===== src/rtl/ide_dec_pkg.sv =====
package ide_dec_pkg;

  localparam int NUM_WIN = 5;
  localparam int NUM_STB = 6;

  typedef enum logic [2:0] {
    WIN_C0_CMD = 3'd0,
    WIN_C0_CTL = 3'd1,
    WIN_C1_CMD = 3'd2,
    WIN_C1_CTL = 3'd3,
    WIN_DMA    = 3'd4
  } win_e;

  typedef enum logic [1:0] {
    ST_IDLE  = 2'd0,
    ST_BEAT0 = 2'd1,
    ST_BEAT1 = 2'd2
  } dec_state_e;

endpackage


===== src/rtl/ide_win_slot.sv =====
module ide_win_slot #(
  parameter int AW   = 16,
  parameter int SIZE = 8
) (
  input  logic          clk,
  input  logic          rst,
  input  logic          load,
  input  logic [AW-1:0] base_in,
  input  logic [AW-1:0] addr,
  output logic          hit,
  output logic [AW-1:0] rel
);
  localparam logic [AW:0] SPAN = (AW+1)'(SIZE);

  logic [AW-1:0] base_q;

  always_ff @(posedge clk) begin
    if (rst) begin
      base_q <= '0;
    end else if (load && (base_in != '0)) begin
      base_q <= base_in;
    end
  end

  always_comb begin
    rel = addr - base_q;
    hit = (addr >= base_q) && ({1'b0, rel} < SPAN);
  end
endmodule


===== src/rtl/ide_dev_select.sv =====
module ide_dev_select #(
  parameter int NCH = 2
) (
  input  logic           clk,
  input  logic           rst,
  input  logic [NCH-1:0] upd,
  input  logic           val,
  output logic [NCH-1:0] sel
);
  for (genvar c = 0; c < NCH; c++) begin : g_ch
    always_ff @(posedge clk) begin
      if (rst) begin
        sel[c] <= 1'b0;
      end else if (upd[c]) begin
        sel[c] <= val;
      end
    end
  end
endmodule


===== src/rtl/ide_req_classify.sv =====
module ide_req_classify
  import ide_dec_pkg::*;
#(
  parameter int AW       = 16,
  parameter int OW       = 4,
  parameter int BM_SPAN  = 8,
  parameter int SEL_OFS  = 6,
  parameter int DATA_OFS = 0
) (
  input  logic [NUM_WIN-1:0]         hit,
  input  logic [NUM_WIN-1:0][AW-1:0] rel,
  input  logic                       write,
  input  logic [2:0]                 size,
  input  logic                       sel_bit,
  input  logic                       io_en,
  input  logic                       bm_en,
  input  logic [1:0]                 sel,
  input  logic [3:0]                 present,
  output logic                       err,
  output logic                       fwd,
  output logic                       split,
  output logic [NUM_STB-1:0]         strobe,
  output logic [OW-1:0]              offset,
  output logic                       dev,
  output logic [1:0]                 sel_upd
);
  localparam logic [OW-1:0] SPAN_O = OW'(BM_SPAN);
  localparam logic [OW-1:0] SEL_O  = OW'(SEL_OFS);
  localparam logic [OW-1:0] DATA_O = OW'(DATA_OFS);

  win_e          win;
  logic          any_hit, size_ok, is_cmd, is_dma, ch, cmd_size_ok;
  logic          live, sel_wr, dma_hi;
  logic [OW-1:0] ofs;

  always_comb begin
    win     = WIN_C0_CMD;
    any_hit = 1'b0;
    for (int i = NUM_WIN - 1; i >= 0; i--) begin
      if (hit[i]) begin
        win     = win_e'(i[2:0]);
        any_hit = 1'b1;
      end
    end
    ofs     = rel[win][OW-1:0];
    size_ok = (size == 3'd1) || (size == 3'd2) || (size == 3'd4);
    is_cmd  = (win == WIN_C0_CMD) || (win == WIN_C1_CMD);
    is_dma  = (win == WIN_DMA);
    ch      = (win == WIN_C1_CMD) || (win == WIN_C1_CTL);
    cmd_size_ok = (ofs == DATA_O) ? ((size == 3'd2) || (size == 3'd4))
                                  : (size == 3'd1);
    err    = !size_ok || (io_en && (!any_hit || (is_cmd && !cmd_size_ok)));
    live   = !err && io_en;
    sel_wr = live && is_cmd && write && (ofs == SEL_O);
    dev    = sel_wr ? sel_bit : sel[ch];
    dma_hi = ofs >= SPAN_O;

    sel_upd = 2'b00;
    if (sel_wr) sel_upd[ch] = 1'b1;

    if (is_dma) begin
      fwd    = live && (!write || bm_en);
      offset = dma_hi ? (ofs - SPAN_O) : ofs;
    end else begin
      fwd    = live && present[{ch, dev}];
      offset = ofs;
    end
    split = fwd && is_cmd && (ofs == DATA_O) && (size == 3'd4);

    strobe = '0;
    if (fwd) begin
      if (is_dma) strobe[dma_hi ? 5 : 4] = 1'b1;
      else        strobe[win]            = 1'b1;
    end
  end
endmodule


===== src/rtl/ide_io_decode.sv =====
module ide_io_decode
  import ide_dec_pkg::*;
#(
  parameter int AW       = 16,
  parameter int DW       = 32,
  parameter int CMD_SIZE = 8,
  parameter int CTL_SIZE = 4,
  parameter int BM_SIZE  = 16,
  parameter int SEL_OFS  = 6,
  parameter int SEL_BIT  = 4,
  parameter int DATA_OFS = 0,
  localparam int MAXSZ   = (BM_SIZE > CMD_SIZE)
                           ? ((BM_SIZE > CTL_SIZE) ? BM_SIZE : CTL_SIZE)
                           : ((CMD_SIZE > CTL_SIZE) ? CMD_SIZE : CTL_SIZE),
  localparam int OW      = $clog2(MAXSZ)
) (
  input  logic          clk,
  input  logic          rst,
  input  logic          io_en,
  input  logic          bm_en,
  input  logic [3:0]    drv_present,
  input  logic          cfg_load,
  input  logic [2:0]    cfg_win,
  input  logic [AW-1:0] cfg_base,
  input  logic          req_valid,
  output logic          req_ready,
  input  logic          req_write,
  input  logic [AW-1:0] req_addr,
  input  logic [2:0]    req_size,
  input  logic [DW-1:0] req_wdata,
  output logic          drv_valid,
  output logic [5:0]    drv_strobe,
  output logic [OW-1:0] drv_offset,
  output logic          drv_write,
  output logic [2:0]    drv_size,
  output logic          drv_dev,
  output logic [DW-1:0] drv_wdata,
  input  logic [DW-1:0] drv_rdata,
  output logic          rsp_valid,
  output logic          rsp_err,
  output logic [DW-1:0] rsp_rdata
);
  localparam int HW      = DW / 2;
  localparam int BM_SPAN = BM_SIZE / 2;

  dec_state_e                 st;
  logic [NUM_WIN-1:0]         hit;
  logic [NUM_WIN-1:0][AW-1:0] rel;
  logic [1:0]                 sel, sel_upd;
  logic                       accept;
  logic                       c_err, c_fwd, c_split, c_dev;
  logic [NUM_STB-1:0]         c_strobe;
  logic [OW-1:0]              c_offset;
  logic                       p_err, p_split, p_fwd, p_write;
  logic [HW-1:0]              hi_wdata, lo_rdata;

  assign req_ready = (st == ST_IDLE);
  assign accept    = req_valid && req_ready;

  for (genvar i = 0; i < NUM_WIN; i++) begin : g_win
    localparam int SZ = (i == 4) ? BM_SIZE : ((i % 2) == 0 ? CMD_SIZE : CTL_SIZE);
    ide_win_slot #(.AW(AW), .SIZE(SZ)) u_slot (
      .clk     (clk),
      .rst     (rst),
      .load    (cfg_load && (cfg_win == 3'(i))),
      .base_in (cfg_base),
      .addr    (req_addr),
      .hit     (hit[i]),
      .rel     (rel[i])
    );
  end

  ide_dev_select #(.NCH(2)) u_sel (
    .clk (clk),
    .rst (rst),
    .upd (sel_upd & {2{accept}}),
    .val (req_wdata[SEL_BIT]),
    .sel (sel)
  );

  ide_req_classify #(
    .AW(AW), .OW(OW), .BM_SPAN(BM_SPAN), .SEL_OFS(SEL_OFS), .DATA_OFS(DATA_OFS)
  ) u_cls (
    .hit     (hit),
    .rel     (rel),
    .write   (req_write),
    .size    (req_size),
    .sel_bit (req_wdata[SEL_BIT]),
    .io_en   (io_en),
    .bm_en   (bm_en),
    .sel     (sel),
    .present (drv_present),
    .err     (c_err),
    .fwd     (c_fwd),
    .split   (c_split),
    .strobe  (c_strobe),
    .offset  (c_offset),
    .dev     (c_dev),
    .sel_upd (sel_upd)
  );

  always_ff @(posedge clk) begin
    if (rst) begin
      st         <= ST_IDLE;
      drv_valid  <= 1'b0;
      drv_strobe <= '0;
      drv_offset <= '0;
      drv_write  <= 1'b0;
      drv_size   <= '0;
      drv_dev    <= 1'b0;
      drv_wdata  <= '0;
      rsp_valid  <= 1'b0;
      rsp_err    <= 1'b0;
      rsp_rdata  <= '0;
      p_err      <= 1'b0;
      p_split    <= 1'b0;
      p_fwd      <= 1'b0;
      p_write    <= 1'b0;
      hi_wdata   <= '0;
      lo_rdata   <= '0;
    end else begin
      rsp_valid <= 1'b0;
      unique case (st)
        ST_IDLE: begin
          if (accept) begin
            st         <= ST_BEAT0;
            drv_valid  <= c_fwd;
            drv_strobe <= c_strobe;
            drv_offset <= c_offset;
            drv_write  <= req_write;
            drv_size   <= c_split ? 3'd2 : req_size;
            drv_dev    <= c_dev;
            drv_wdata  <= c_split ? {{(DW-HW){1'b0}}, req_wdata[HW-1:0]} : req_wdata;
            hi_wdata   <= req_wdata[DW-1:HW];
            p_err      <= c_err;
            p_split    <= c_split;
            p_fwd      <= c_fwd;
            p_write    <= req_write;
          end
        end
        ST_BEAT0: begin
          if (p_split) begin
            st        <= ST_BEAT1;
            drv_wdata <= {{(DW-HW){1'b0}}, hi_wdata};
            lo_rdata  <= drv_rdata[HW-1:0];
          end else begin
            st         <= ST_IDLE;
            drv_valid  <= 1'b0;
            drv_strobe <= '0;
            rsp_valid  <= 1'b1;
            rsp_err    <= p_err;
            rsp_rdata  <= (p_fwd && !p_write) ? drv_rdata : '0;
          end
        end
        ST_BEAT1: begin
          st         <= ST_IDLE;
          drv_valid  <= 1'b0;
          drv_strobe <= '0;
          rsp_valid  <= 1'b1;
          rsp_err    <= 1'b0;
          rsp_rdata  <= p_write ? '0 : {drv_rdata[HW-1:0], lo_rdata};
        end
        default: st <= ST_IDLE;
      endcase
    end
  end
endmodule


===== config.mk =====
export PLATFORM = sky130hd
export DESIGN_NAME = ide_io_decode
export DESIGN_NICKNAME = d
export VERILOG_FILES = /design/src/rtl/ide_dec_pkg.sv /design/src/rtl/ide_win_slot.sv /design/src/rtl/ide_dev_select.sv /design/src/rtl/ide_req_classify.sv /design/src/rtl/ide_io_decode.sv
export SDC_FILE = /design/constraint.sdc
export NUM_CORES = 1
export LEC_CHECK = 0
export ABC_AREA = 1
export BUFFER_PORTS_ARGS = -buffer_cell sky130_fd_sc_hd__buf_2
export CORE_ASPECT_RATIO = 1.5
export CORE_MARGIN = 1.5
export CORE_UTILIZATION = 40
export DETAILED_ROUTE_END_ITERATION = 12
export PLACE_DENSITY = 0.58
export SLEW_MARGIN = 20
export SYNTH_ARGS = -nofsm -noshare
export SYNTH_HDL_FRONTEND = slang
export SYNTH_SLANG_ARGS = --single-unit

===== constraint.sdc =====
create_clock -name clk -period 7.38 [get_ports clk]
set_input_delay 1.107 -clock clk [delete_from_list [all_inputs] [get_ports clk]]
set_output_delay 1.107 -clock clk [all_outputs]
set_load 0.02 [all_outputs]

==> results.md <==
* Status: complete, no violations
* Post-synthesis sequential area ratio at 28.7%
* Worst r2r path cells at 25
* Final nets at 2576
* Final design utilization at 46.9%
* Clk root buf: clkbuf_16
* Crit-path most repeated cell: nand2_1
* Reg-to-reg critical path endpoint: drv_wdata[19]
* Io pins at 196
* Starting Density at 40.8%
* Crit-path max cell delay at 560 ps
* Vias/cell at 5.29
* Crit end category: flip-flop
* Pleak at 7.73 nW
* Avg WL per Cell at 17.7 um
* CP max stage cell: fa_1
* Post-CTS Resized at 0
* Reg clk slew, reported paths at 60 ps
* Clock Latency Late Sink at 540 ps
* Post-Place Cell Area at 15400 um2
* Max-slew violations at 0
* CTS H-Tree Depth at 1
* Async SR Flop Fraction at 0%
* R2r setup slk at 2740 ps
* N_diodes at 0
* Worst slew margin at 27.7%
* Fillers at 3724
* Most frequent cells in the layout: nand2_1, inv_1, a21oi_1
* Final WL at 50500 um
* Worst VDD drop at 0.000201 V
* Drc violations at 0
* Final GP Congestion at 0.929
* YS warnings at 0
* Worst hold-check path type: reg2reg
* Hold path cells at 2
* Chip height at 232 um
* CTS tree: built
* First-pass detailed-route iteration total at 5
* Pin count of the biggest net entering global routing at 96
* Setup Skew at 21.3 ps
* Hold Buf Count CTS at 0
* Netlist cell types at 50
* Max-Cap Viols at 0
* Synthesized cell area at 14000 um2
* Rows at 83
* Postcts setup bufs at 0
* Layout area overhead at 15.0%
* Top FF cell, synth: dfxtp_1
* Post-synthesis compound-gate area fraction at 18.0%
* Worst Setup SP: req_addr[1]
* Routed Antenna Nets at 0
* Crit share post-route at 70.8%
* Endpoints failing setup at 0
* Mapped Cells at 2218
* Die width at 156 um
* CP Launch Type: input port
* FF-to-FF Start: g_win[0].u_slot.base_q[2]
* RSZ-0062 raised after global routing: false
* Vias at 15100
* Worst endpoint data arrival time at 5590 ps
* Fraction of layout cells with a size suffix above 1 at 13.1%
* Worst-path maximum fanout at 17
* Syn Nets at 2420
* Worst Max-Slew Pin Slew at 1080 ps
* Die area at 36200 um2
* Post-synth EDFFs at 0
* Post-Synth Adder-Cell Area at 8.21%
* Final TNS setup at 0 ps
* Post-Layout Inst Area at 16100 um2
* Main combinational cell family by area after synthesis: simple AND/OR/NAND/NOR gates
* First DRT Iteration DRCs at 754
* Post-synthesis mux area share at 0.0714%
* CTS Buffer Depth at 3
* Min-Delay Endpoint: g_win[0].u_slot.base_q[14]
* Mean Syn Cell Area at 6.32 um2
* GRT Residual Overflow at 0
* Worst path required time at 7750 ps
* Xor/xnor cell area share of the yosys netlist at 0.937%
* Number of global-route vias before repair at 14300
* Final period demand of the worst path at 5220 ps
* Worst Hold Launch: g_win[0].u_slot.base_q[14]
* First-pass GRT wire length at 77900 um
* Power Dens Cells at 203 nW/um2
* Initial antenna violation count at 0
* Peak Freq at 191 MHz
* Total GRT Usage at 27.5%
* Port Buffers at 195
* Crit Path Class: in2reg
* Leading cell type in the layout, fill and taps excluded: nand2_1
* CTS Buf Count at 22
* CTS sink cnt at 201
* Core area at 34400 um2
* Fin. Hold Viols at 0
* #FFs+latches synth at 201
* Simple-Gate Fraction of Synth Area at 33.3%
* DP HPWL at 38200 um
final cells by class:
class | count | area, um2 | share of cell area [%]
multi-input combinational | 1622 | 8490 | 52.7
sequential | 201 | 4020 | 25.0
inverter | 321 | 1210 | 7.49
timing repair buffer | 206 | 1060 | 6.57
clock buffer | 28 | 613 | 3.80
tap | 467 | 584 | 3.63
clock inverter | 11 | 138 | 0.854
metal layers:
layer	track usage, %	vias up	wire length, um	part of all wire, %
li1	-	7605	-	-
met1	32.0	6976	20600	41
met2	49.4	440	24800	49
met3	3.83	99	2760	5.5
met4	12.3	0	2380	4.7
met5	0	-	0	0
kinds of logic after synthesis:
family | Yosys count
simple gates | 1047
compound gates | 470
buf+inv | 395
flops | 201
fa+ha+maj | 89
xor+xnor | 15
mux | 1
power breakdown:
group	total [mW]	leakage (nW)	internal [mW]	switching, mW
Clock	1.16	0.368	0.667	0.497
Combinational	0.923	5.72	0.289	0.634
Sequential	1.19	1.64	1.16	0.0329
Total	3.28	7.73	2.11	1.16
flip-flops by register name, summed over array words and instances, names as in the netlist, 2 cells and up:
name,flops
drv_strobe,6
hi_wdata,16
drv_size,3
drv_offset,4
u_sel.sel,2
drv_wdata,32
lo_rdata,16
rsp_rdata,32
g_win.u_slot.base_q,80
st,2
per-stage QoR:
step	hold WS, ps	instances	power, mW	setup slack [ps]
finish	461	2856	3.28	2160
detailed placement	452	2817	2.13	1580
CTS	463	2856	3.30	2150
global placement	447	2817	2.13	1710
global route	480	2856	3.45	1640
floorplan	433	2218	1.83	2640
worst max-delay path: cells and delay by family:
family / cells / cell delay [ps]
AND/OR/NAND/NOR: 26 / 2970
buffers and inverters: 4 / 650
adder cells (fa/ha/maj): 1 / 560
AO/OA/AOI/OAI: 2 / 300
Yosys cell counts, drive strengths merged (6+ instances only):
cell | instances | share of area, %
nand4 | 79 | 3.8
dfxtp | 201 | 29
ha | 84 | 7.5
inv | 316 | 8.5
nand3b | 19 | 1.0
o211ai | 12 | 0.64
a31oi | 17 | 0.80
o21bai | 6 | 0.32
nand3 | 156 | 6.2
clkbuf | 69 | 1.8
nor2 | 220 | 6.1
nor3 | 22 | 0.89
xnor2 | 10 | 0.62
nand2 | 532 | 14
o21ai | 186 | 6.8
a21oi | 239 | 8.9
worst max-delay path by stage:
stage                     to  slack [ps]
2_1_floorplan  drv_wdata[24]        2640
3_3_place_gp   drv_wdata[31]        1710
3_5_place_dp   drv_wdata[31]        1580
4_1_cts        drv_wdata[31]        2150
5_1_grt        drv_wdata[31]        1640
6_report       drv_wdata[19]        2160
Note: power is estimated with default switching activity, not from simulation.
